## src/rtl/tmr_pkg.sv

```systemverilog
package tmr_pkg;

    localparam int CNT_W        = 16;
    localparam int PRESC_STAGES = 4;
    localparam int ADDR_W       = 3;
    localparam int SYNC_STAGES  = 2;

    typedef enum logic [2:0] {
        SEL_DIV1  = 3'd0,
        SEL_DIV4  = 3'd1,
        SEL_DIV16 = 3'd2,
        SEL_DIV64 = 3'd3,
        SEL_RSV4  = 3'd4,
        SEL_RSV5  = 3'd5,
        SEL_RSV6  = 3'd6,
        SEL_CHAIN = 3'd7
    } clk_sel_e;

    typedef struct packed {
        logic     quad;
        clk_sel_e sel;
    } ch_ctrl_t;

    typedef enum logic [ADDR_W-1:0] {
        REG_CTRL_LO = 3'd0,
        REG_CTRL_HI = 3'd1,
        REG_CNT_LO  = 3'd2,
        REG_CNT_HI  = 3'd3,
        REG_START   = 3'd4
    } reg_addr_e;

    typedef struct packed {
        logic step;
        logic up;
    } qstep_t;

    // phases packed as {a, b}
    function automatic qstep_t quad_decode(logic [1:0] prev, logic [1:0] cur);
        qstep_t r;
        logic   a_ch;
        logic   b_ch;
        a_ch   = prev[1] ^ cur[1];
        b_ch   = prev[0] ^ cur[0];
        r.step = a_ch ^ b_ch;
        r.up   = a_ch ? (cur[1] != cur[0]) : (cur[1] == cur[0]);
        return r;
    endfunction

    function automatic logic tick_for(clk_sel_e sel, logic [PRESC_STAGES-1:0] ticks);
        logic t;
        case (sel)
            SEL_DIV1:  t = ticks[0];
            SEL_DIV4:  t = ticks[1];
            SEL_DIV16: t = ticks[2];
            SEL_DIV64: t = ticks[3];
            default:   t = 1'b0;
        endcase
        return t;
    endfunction

endpackage

```

## src/rtl/tmr_prescaler.sv

```systemverilog
module tmr_prescaler #(
    parameter int STAGES = 4
) (
    input  logic              clk,
    input  logic              rst,
    output logic [STAGES-1:0] ticks
);
    localparam int CW = 2 * (STAGES - 1);

    logic [CW-1:0] cnt;

    always_ff @(posedge clk) begin
        if (rst) cnt <= '0;
        else     cnt <= cnt + 1'b1;
    end

    assign ticks[0] = 1'b1;

    genvar i;
    generate
        for (i = 1; i < STAGES; i++) begin : g_tick
            assign ticks[i] = &cnt[2*i-1:0];
        end
    endgenerate

endmodule

```

## src/rtl/tmr_quad_decoder.sv

```systemverilog
module tmr_quad_decoder
    import tmr_pkg::*;
#(
    parameter int SYNC = SYNC_STAGES
) (
    input  logic   clk,
    input  logic   rst,
    input  logic   pin_a,
    input  logic   pin_b,
    output qstep_t dq
);
    logic [1:0] sync_q [SYNC];
    logic [1:0] prev_q;

    always_ff @(posedge clk) begin
        if (rst) begin
            for (int k = 0; k < SYNC; k++) sync_q[k] <= 2'b00;
            prev_q <= 2'b00;
        end else begin
            sync_q[0] <= {pin_a, pin_b};
            for (int k = 1; k < SYNC; k++) sync_q[k] <= sync_q[k-1];
            prev_q <= sync_q[SYNC-1];
        end
    end

    assign dq = quad_decode(prev_q, sync_q[SYNC-1]);

endmodule

```

## src/rtl/tmr_counter.sv

```systemverilog
module tmr_counter #(
    parameter int W = 16
) (
    input  logic         clk,
    input  logic         rst,
    input  logic         run,
    input  logic         wr_en,
    input  logic [W-1:0] wr_data,
    input  logic         cnt_ev,
    input  logic         cnt_up,
    output logic [W-1:0] count,
    output logic         wrap_up,
    output logic         wrap_dn
);
    localparam logic [W-1:0] ONE = W'(1);
    localparam logic [W-1:0] MAX = '1;

    logic adv;

    assign adv     = run && cnt_ev && !wr_en;
    assign wrap_up = adv &&  cnt_up && (count == MAX);
    assign wrap_dn = adv && !cnt_up && (count == '0);

    always_ff @(posedge clk) begin
        if (rst)         count <= '0;
        else if (wr_en)  count <= wr_data;
        else if (adv)    count <= cnt_up ? count + ONE : count - ONE;
    end

    assert_load_R2: assert property (@(posedge clk) disable iff (rst)
        wr_en |=> (count == $past(wr_data)));

    assert_hold_R4: assert property (@(posedge clk) disable iff (rst)
        (!run && !wr_en) |=> $stable(count));

    assert_unit_step_R5: assert property (@(posedge clk) disable iff (rst)
        !wr_en |=> (count == $past(count) || count == $past(count) + ONE
                    || count == $past(count) - ONE));

endmodule

```

## src/rtl/tmr_cascade_pair.sv

```systemverilog
module tmr_cascade_pair
    import tmr_pkg::*;
(
    input  logic              clk,
    input  logic              rst,
    input  logic              qa_lo,
    input  logic              qb_lo,
    input  logic              qa_hi,
    input  logic              qb_hi,
    input  logic              wr_en,
    input  logic [ADDR_W-1:0] wr_addr,
    input  logic [CNT_W-1:0]  wr_data,
    output logic [CNT_W-1:0]  count_lo,
    output logic [CNT_W-1:0]  count_hi
);
    localparam logic [CNT_W-1:0] ONE = CNT_W'(1);

    ch_ctrl_t                ctrl_lo, ctrl_hi;
    logic [1:0]              start;
    logic [PRESC_STAGES-1:0] ticks;
    qstep_t                  dq_lo, dq_hi;
    logic                    wr_lo, wr_hi;
    logic                    lo_ev, lo_up, hi_ev, hi_up;
    logic                    lo_wrap_up, lo_wrap_dn;
    logic                    hi_wrap_up, hi_wrap_dn;
    logic                    chain;

    always_ff @(posedge clk) begin
        if (rst) begin
            ctrl_lo <= '{quad: 1'b0, sel: SEL_DIV1};
            ctrl_hi <= '{quad: 1'b0, sel: SEL_DIV1};
            start   <= 2'b00;
        end else if (wr_en) begin
            case (reg_addr_e'(wr_addr))
                REG_CTRL_LO: ctrl_lo <= '{quad: wr_data[3], sel: clk_sel_e'(wr_data[2:0])};
                REG_CTRL_HI: ctrl_hi <= '{quad: wr_data[3], sel: clk_sel_e'(wr_data[2:0])};
                REG_START:   start   <= wr_data[1:0];
                default: ;
            endcase
        end
    end

    assign wr_lo = wr_en && (wr_addr == REG_CNT_LO);
    assign wr_hi = wr_en && (wr_addr == REG_CNT_HI);

    tmr_prescaler #(.STAGES(PRESC_STAGES)) u_presc (
        .clk(clk), .rst(rst), .ticks(ticks)
    );

    tmr_quad_decoder #(.SYNC(SYNC_STAGES)) u_dec_lo (
        .clk(clk), .rst(rst), .pin_a(qa_lo), .pin_b(qb_lo), .dq(dq_lo)
    );

    tmr_quad_decoder #(.SYNC(SYNC_STAGES)) u_dec_hi (
        .clk(clk), .rst(rst), .pin_a(qa_hi), .pin_b(qb_hi), .dq(dq_hi)
    );

    // lower channel source
    always_comb begin
        if (ctrl_lo.quad) begin
            lo_ev = dq_lo.step;
            lo_up = dq_lo.up;
        end else begin
            lo_ev = tick_for(ctrl_lo.sel, ticks);
            lo_up = 1'b1;
        end
    end

    // upper channel source; quadrature mode overrides the select code
    assign chain = !ctrl_hi.quad && (ctrl_hi.sel == SEL_CHAIN);

    always_comb begin
        if (ctrl_hi.quad) begin
            hi_ev = dq_hi.step;
            hi_up = dq_hi.up;
        end else if (chain) begin
            hi_ev = lo_wrap_up || lo_wrap_dn;
            hi_up = lo_wrap_up;
        end else begin
            hi_ev = tick_for(ctrl_hi.sel, ticks);
            hi_up = 1'b1;
        end
    end

    tmr_counter #(.W(CNT_W)) u_cnt_lo (
        .clk(clk), .rst(rst), .run(start[0]), .wr_en(wr_lo), .wr_data(wr_data),
        .cnt_ev(lo_ev), .cnt_up(lo_up), .count(count_lo),
        .wrap_up(lo_wrap_up), .wrap_dn(lo_wrap_dn)
    );

    tmr_counter #(.W(CNT_W)) u_cnt_hi (
        .clk(clk), .rst(rst), .run(start[1]), .wr_en(wr_hi), .wr_data(wr_data),
        .cnt_ev(hi_ev), .cnt_up(hi_up), .count(count_hi),
        .wrap_up(hi_wrap_up), .wrap_dn(hi_wrap_dn)
    );

    assert_carry_R7: assert property (@(posedge clk) disable iff (rst)
        (chain && start[1] && !wr_hi && lo_wrap_up) |=> (count_hi == $past(count_hi) + ONE));

    assert_borrow_R8: assert property (@(posedge clk) disable iff (rst)
        (chain && start[1] && !wr_hi && lo_wrap_dn) |=> (count_hi == $past(count_hi) - ONE));

    assert_up_only_R3: assert property (@(posedge clk) disable iff (rst)
        (!ctrl_lo.quad && !wr_lo) |=> (count_lo == $past(count_lo) || count_lo == $past(count_lo) + ONE));

    assert_quad_isolated_R9: assert property (@(posedge clk) disable iff (rst)
        (ctrl_hi.quad && !wr_hi && !dq_hi.step) |=> $stable(count_hi));

endmodule

```

## config.mk

```make
export PLATFORM = sky130hd
export DESIGN_NAME = tmr_cascade_pair
export DESIGN_NICKNAME = d
export VERILOG_FILES = /design/src/rtl/tmr_pkg.sv /design/src/rtl/tmr_prescaler.sv /design/src/rtl/tmr_quad_decoder.sv /design/src/rtl/tmr_counter.sv /design/src/rtl/tmr_cascade_pair.sv
export SDC_FILE = /design/constraint.sdc
export NUM_CORES = 1
export LEC_CHECK = 0
export CORE_ASPECT_RATIO = 2
export CORE_MARGIN = 8
export CORE_UTILIZATION = 50
export DETAILED_ROUTE_END_ITERATION = 8
export PLACE_DENSITY = 0.75
export SYNTH_ARGS = -nofsm -noshare
export SYNTH_HDL_FRONTEND = slang
export SYNTH_SLANG_ARGS = --single-unit
```

## constraint.sdc

```tcl
create_clock -name clk -period 6.6 [get_ports clk]
set_input_delay 0.99 -clock clk [delete_from_list [all_inputs] [get_ports clk]]
set_output_delay 0.99 -clock clk [all_outputs]
set_load 0.005 [all_outputs]
```

# [Word level (Yosys, flattened, before mapping)]
# Memory sizes are Yosys's and may differ from the RTL's.
# Cells that the tools add are included.
[classes] n_eq_ne=16 n_mul=0 addsub=5 n_reduce_logical=28 n_lt_le_gt_ge=0 shift=0 div_mod_pow=0 bitwise=10 muxes=23
[op_table] cell="$mux 16" n=6
[op_table] cell="$add 16x1->16 const B" n=2
[op_table] cell="$sub 16x1->16 const B" n=2
[op_table] cell="$eq 3x2->1 const B" n=6
[op_table] cell="$eq 16x16->1 const B" n=1
[op_table] cell="$logic_not 16->1" n=1
[op_table] cell="$logic_and 1x1->1" n=11
[op_table] cell="$mux 1" n=11
[op_table] cell="$eq 3x1->1 const B" n=3
[op_table] cell="$logic_not 3->1" n=3
[op_table] cell="$mux 2" n=4
[op_table] cell="$pmux 1 s4" n=2
[op_table] cell="$reduce_and 2->1" n=4
[op_table] cell="$add 6x1->6 const B" n=1
[op_table] cell="$eq 3x3->1 const B" n=2
[op_table] cell="$reduce_and 6->1" n=1
[op_table] cell="$xor 1x1->1" n=6
[op_table] cell="$logic_not 1->1" n=4
[op_table] cell="$or 1x1->1" n=4
[op_table] cell="$reduce_and 4->1" n=1
[op_table] cell="$reduce_bool 2->1" n=2
[op_table] cell="$eq 1x1->1" n=2
[op_table] cell="$ne 1x1->1" n=2
[op_table] cell="$logic_or 1x1->1" n=1
[totals] mem_bits_rw=8 latch_bits=0 romBits=0 memories=2 register_bits=52
[memory_table] memory="u_dec_hi.sync_q" words=2 width=2 read_ports=2 rd_clocked_by_memory_dff=0 wr=2 line_no="tmr_quad_decoder.sv:12" text="logic [1:0] sync_q [SYNC];"
[memory_table] memory="u_dec_lo.sync_q" words=2 width=2 read_ports=2 rd_clocked_by_memory_dff=0 wr=2 line_no="tmr_quad_decoder.sv:12"

# [Longest topological paths before layout]
# An unclocked memory read counts as a cell.
[depth] depth_word=15 depth_mapped=15

# [Modules after synthesis]
# From an unflattened synthesis, not the netlist that was laid out.
[hier_totals] cells_unflattened=521 hier_area_um2=4241.6
[by_module_without_submodules] module="tmr_counter (u_cnt_lo)" area_per_inst_um2=1611.5 n_inst=1 cells_per_inst=212
[by_module_without_submodules] module="tmr_counter (u_cnt_hi)" area_per_inst_um2=1473.9 n_inst=1 cells_per_inst=201
[by_module_without_submodules] module="tmr_cascade_pair" area_per_inst_um2=533.0 n_inst=1 cells_per_inst=53
[by_module_without_submodules] module="tmr_quad_decoder" area_per_inst_um2=193.9 n_inst=2 cells_per_inst=15
[by_module_without_submodules] module="tmr_prescaler" area_per_inst_um2=235.2 n_inst=1 cells_per_inst=25

# [Worst setup path before layout]
# No wires, ideal clock.
[synth_timing] kind="input port to flip-flop" startpoint="input wr_en" endpoint="register u_cnt_hi.count[14]" arrival_ns=4.852 slack_ns=1.660 required_time_ns=6.512 setup_time_ns=0.088 n_path_buf=0 path_stages=14 path_cell_list="nor2b_1 nand3b_1 nand3_1 a211oi_1 o21ai_0 fa_1 a21o_1 a21oi_1 o21bai_1 a211oi_1 or4_1 a211o_1 a31o_1 a311oi_2"
[synth_between] elab_chain_len=11
[synth_rtl] element="from (decl)" line_no="tmr_cascade_pair.sv:10" text="input logic wr_en,"
[synth_rtl] element="$logic_and 1x1->1" line_no="tmr_cascade_pair.sv:43" text="assign wr_lo = wr_en && (wr_addr == REG_CNT_LO);"
[synth_rtl] element="$logic_not 1->1" line_no="tmr_counter.sv:20" text="assign adv = run && cnt_ev && !wr_en;"
[synth_rtl] element="$logic_and 1x1->1" line_no="tmr_counter.sv:20"
[synth_rtl] element="$logic_and 1x1->1 (on tied branches) (2 in series)" line_no="tmr_counter.sv:21, tmr_counter.sv:22"
[synth_rtl] element="$logic_or 1x1->1" line_no="tmr_cascade_pair.sv:77" text="hi_ev = lo_wrap_up || lo_wrap_dn;"
[synth_rtl] element="$mux 1" line_no="tmr_cascade_pair.sv:76" text="end else if (chain) begin"
[synth_rtl] element="$mux 1" line_no="tmr_cascade_pair.sv:73" text="if (ctrl_hi.quad) begin"
[synth_rtl] element="$logic_and 1x1->1 (2 in series)" line_no="tmr_counter.sv:20"
[synth_rtl] element="$reduce_bool 2->1 (no source line)"
[synth_rtl] element="to (signal assigned)" line_no="tmr_counter.sv:26" text="else if (wr_en) count <= wr_data;"
[synth_rtl] element="to (signal assigned)" line_no="tmr_counter.sv:27" text="else if (adv) count <= cnt_up ? count + ONE : count - ONE;"
[synth_rtl] element="to (decl)" line_no="tmr_counter.sv:11" text="output logic [W-1:0] count,"
# Several ways; a longest one is shown, not always the timed one. The select of a mux whose other input is x is not followed.
# A chain may end at the register's enable or synchronous reset.

# [Worst setup path after layout]
[layout_timing] startpoint="input wr_addr[0]" endpoint="register u_cnt_hi.count[14]"
[layout_between] elab_chain_len=12
[layout_rtl] element="from (decl)" line_no="tmr_cascade_pair.sv:11" text="input logic [ADDR_W-1:0] wr_addr,"
[layout_rtl] element="$eq 3x2->1" line_no="tmr_cascade_pair.sv:43"
[layout_rtl] element="$logic_and 1x1->1" line_no="tmr_cascade_pair.sv:43"
[layout_rtl] element="$logic_not 1->1" line_no="tmr_counter.sv:20"
[layout_rtl] element="$logic_and 1x1->1" line_no="tmr_counter.sv:20"
[layout_rtl] element="$logic_and 1x1->1 (on tied branches) (2 in series)" line_no="tmr_counter.sv:21, tmr_counter.sv:22"
[layout_rtl] element="$logic_or 1x1->1" line_no="tmr_cascade_pair.sv:77"
[layout_rtl] element="$mux 1" line_no="tmr_cascade_pair.sv:76"
[layout_rtl] element="$mux 1" line_no="tmr_cascade_pair.sv:73"
[layout_rtl] element="$logic_and 1x1->1 (2 in series)" line_no="tmr_counter.sv:20"
[layout_rtl] element="$reduce_bool 2->1 (no source line)"
# Several ways; a longest one is shown, not always the timed one. The select of a mux whose other input is x is not followed.

==> results.yml <==
synth:
  ys_types: 54
  ys.flop_type: "dfxtp_1"
  synth_warnings: 0
  synth_nets: 538
  seq_area_frac_synth_pct: 30.6
  postSynthAreaPerCell_um2: 8.16
  synth_edf_count: 0
  syn_inst: 481
  async_reset_ff_share_pct: 0
  netlist_area_um2: 3930
  synth-seq-cells: 60
setup_path:
  path_max_fanout: 27
  rr_startpoint: "u_presc.cnt[0]"
  r2r-end: "u_cnt_hi.count[14]"
  arrival_ns: 4.91
  cpPeakStageDelay_ns: 0.58
  crit_start: "wr_addr[0]"
  cp_slowest_cell: "or4_1"
  r2r_cells: 16
  rrSetupSlack_ns: 2.20
  startpoint_type: "input port"
  crit_path_end_kind: "register"
  worstPathRequired_ns: 6.83
  crit_chain: "clkdlybuf4s50_1 -> nand3b_1 -> buf_4 -> nand3_1 -> a211oi_1 -> o21ai_1 -> buf_4 -> ha_1 -> a21o_1 -> a21oi_1 -> o21bai_1 -> a211oi_1 -> or4_1 -> a211o_1 -> a31o_1 -> a311oi_2"
  crit_type: "input port to register"
drt:
  firstDrtPassIters: 4
  drc_errors: 0
  drt-initial-drc-count: 240
  vias: 3649
  wire_per_inst_um: 15.9
  drt-total-wl_um: 10100
  ant_nets: 0
  via_per_inst: 5.76
timing:
  fmax_ghz: 0.214
  tns_ns: 0
  tightest_slew_ns: 1.07
  slew_viol_final: 0
  period_share_pct: 70.9
  rsz0062_at_grt: "false"
  hold_viol: 0
  min_period_ns: 4.68
  fin_skew_ns: 0.00871
  whs_ns: 0.435
  finalSetupViolCount: 0
  slew_headroom_pct: 28.4
pwr:
  switchingPower_mw: 0.217
  peakVddDrop_v: 0.000185
  swShare_pct: 23.9
  p_leak_nw: 1.92
  internal-power_mw: 0.693
  pwr-share-clk_pct: 45.7
  p_per_area_nw_per_um2: 189
  power_frac_seq_pct: 42.9
  pwr-share-comb_pct: 11.4
place:
  dpl-instance-area_um2: 4550
  portBuffers: 57
  place_hpwl_um: 7350
  gp_routability_congestion: 0.867
  dp.cells: 617
worst_hold_path:
  hold_depth: 1
  hp-start: "u_dec_lo.sync_q[0][0]"
  hold-path-endpoint: "u_dec_lo.sync_q[0][2]"
  hold_path.class: "register to register"
final_layout:
  instances_no_fill: 633
  design_area_um2: 4810
  post-route-util_pct: 61.9
  syn_to_final_growth_pct: 22.6
  fin_nets: 589
  layout-drive-gt1-share_pct: 3.91
  register_area_um2: 1200
  num-fill-cells: 715
  multi_input_area_um2: 2590
  n_antenna_cell: 0
floorplan:
  dieArea_um2: 11100
  core_region_area_um2: 7770
  rows: 46
  start_util_pct: 50.5
  die_h_um: 141
  die_x_um: 78.7
  io_pins: 58
cts:
  cts_hold_buf: 0
  htree_levels: 3
  clk_latency_ns: 0.33
  numCtsBuffers: 9
  cts_tree: "built"
  cts-root-buf: "clkbuf_16"
  cts.sinks: 60
  clock_path_buffers: 2
  cts_resized: 0
  clk_pin_slew_ns: 0.05
  postCtsSetupBuffers: 0
grt:
  antenna_found_initial: 0
  grt_pass1_wl_um: 16900
  grt_pass1_vias: 3628
  grt_use_total_pct: 18.8
  grt_max_degree: 61
  overflow: 0
outcome:
  status: "finished, final reports clean"
run:
  max_cap_viol_count: 0
worst max-delay path, delay by kind of cell:
kind                       cells  cell delay (ns)
adders and majority gates      1             0.37
buffers and inverters          3             1.04
AOI/OAI and AO/OA              9             1.68
and+or+nand+nor                3             0.82
layout make-up:
type | count | area share [%]
Sequential cell | 60 | 25.0
Clock inverter | 2 | 0.208
Tap cell | 96 | 2.50
Timing Repair Buffer | 59 | 12.1
Multi-Input combinational cell | 388 | 53.9
Inverter | 14 | 1.09
Clock buffer | 14 | 5.28
cell usage in the layout (no fill, tap or decap), types with 3 or more instances in the layout:
master / instances
nand3_1: 6
nor2b_1: 18
nor4_1: 5
nand4_1: 6
or3_1: 4
a311oi_1: 7
a31oi_1: 4
ha_1: 29
clkbuf_16: 9
o211ai_1: 9
o31a_1: 3
inv_1: 13
nor3b_1: 3
mux2i_1: 15
clkdlybuf4s50_1: 56
a211o_1: 3
nor2_1: 68
clkbuf_1: 4
nand2_1: 42
nor3_1: 10
a21o_1: 9
xor2_1: 17
a211oi_1: 20
dfxtp_1: 60
a21oi_1: 28
o21ai_0: 24
o21a_1: 4
o31ai_1: 4
o21bai_1: 5
xnor2_1: 14
and3_1: 3
cells in the mapped netlist (all sizes together), types with 14 or more instances:
cell type  number  area [um2]
a211oi         20         150
a21oi          28         140
ha             29         363
nor2b          18         113
o21ai          26         130
nand2          42         158
nor2           68         255
mux2i          15         150
dfxtp          60        1200
xnor2          14         123
clkbuf         18        67.6
inv            14        52.6
xor2           17         149
how the worst max path moves through the flow:
stage	slack, ns	cells past startpoint	end
floorplan	1.66	14	u_cnt_hi.count[14]
global placement	1.71	16	u_cnt_hi.count[14]
detailed placement	1.64	16	u_cnt_hi.count[14]
CTS	1.93	16	u_cnt_hi.count[14]
global route	1.69	16	u_cnt_hi.count[14]
finish	1.92	16	u_cnt_hi.count[14]
stage by stage:
stage | total power [mW] | setup slack (ns)
2_1_floorplan | 0.453 | 1.66
3_3_place_gp | 0.500 | 1.71
3_5_place_dp | 0.501 | 1.64
6_report | 0.911 | 1.92
5_1_grt | 0.950 | 1.69
4_1_cts | 0.918 | 1.93
logic make-up (layout without fill, tap and decap cells):
logic type               Yosys count  after routing  synth area share (%)
XOR/XNOR                          31             31                  6.92
flip-flops                        60             60                  30.6
AND/OR/NAND/NOR                  176            176                  20.9
AO/OA/AOI/OAI                    134            134                  23.8
adder cells (fa/ha/maj)           31             31                  10.3
buffers and inverters             33             89                  3.35
multiplexers                      16             16                  4.11
registers in the layout (all words and copies together) (netlist names):
signal,flops
u_presc.cnt,6
start,2
u_dec_lo.sync_q,4
u_dec_hi.sync_q,4
u_cnt_lo.count,16
u_cnt_hi.count,16
u_dec_lo.prev_q,2
u_dec_hi.prev_q,2
ctrl_lo,4
ctrl_hi,4
per-layer routing:
layer | share of wire, % | GRT usage (%)
met5 | 0 | 0
met4 | 0.78 | 7.08
met3 | 4.1 | 3.74
met2 | 52 | 33.1
met1 | 43 | 21.4
power by group through the flow:
stage	logic (mW)	clock network [mW]	registers, mW
2_1_floorplan	0.0590	0	0.394
3_3_place_gp	0.103	0	0.397
3_5_place_dp	0.104	0	0.397
4_1_cts	0.105	0.423	0.390
5_1_grt	0.115	0.443	0.392
6_report	0.104	0.416	0.390
(Power assumes the default switching activity.)
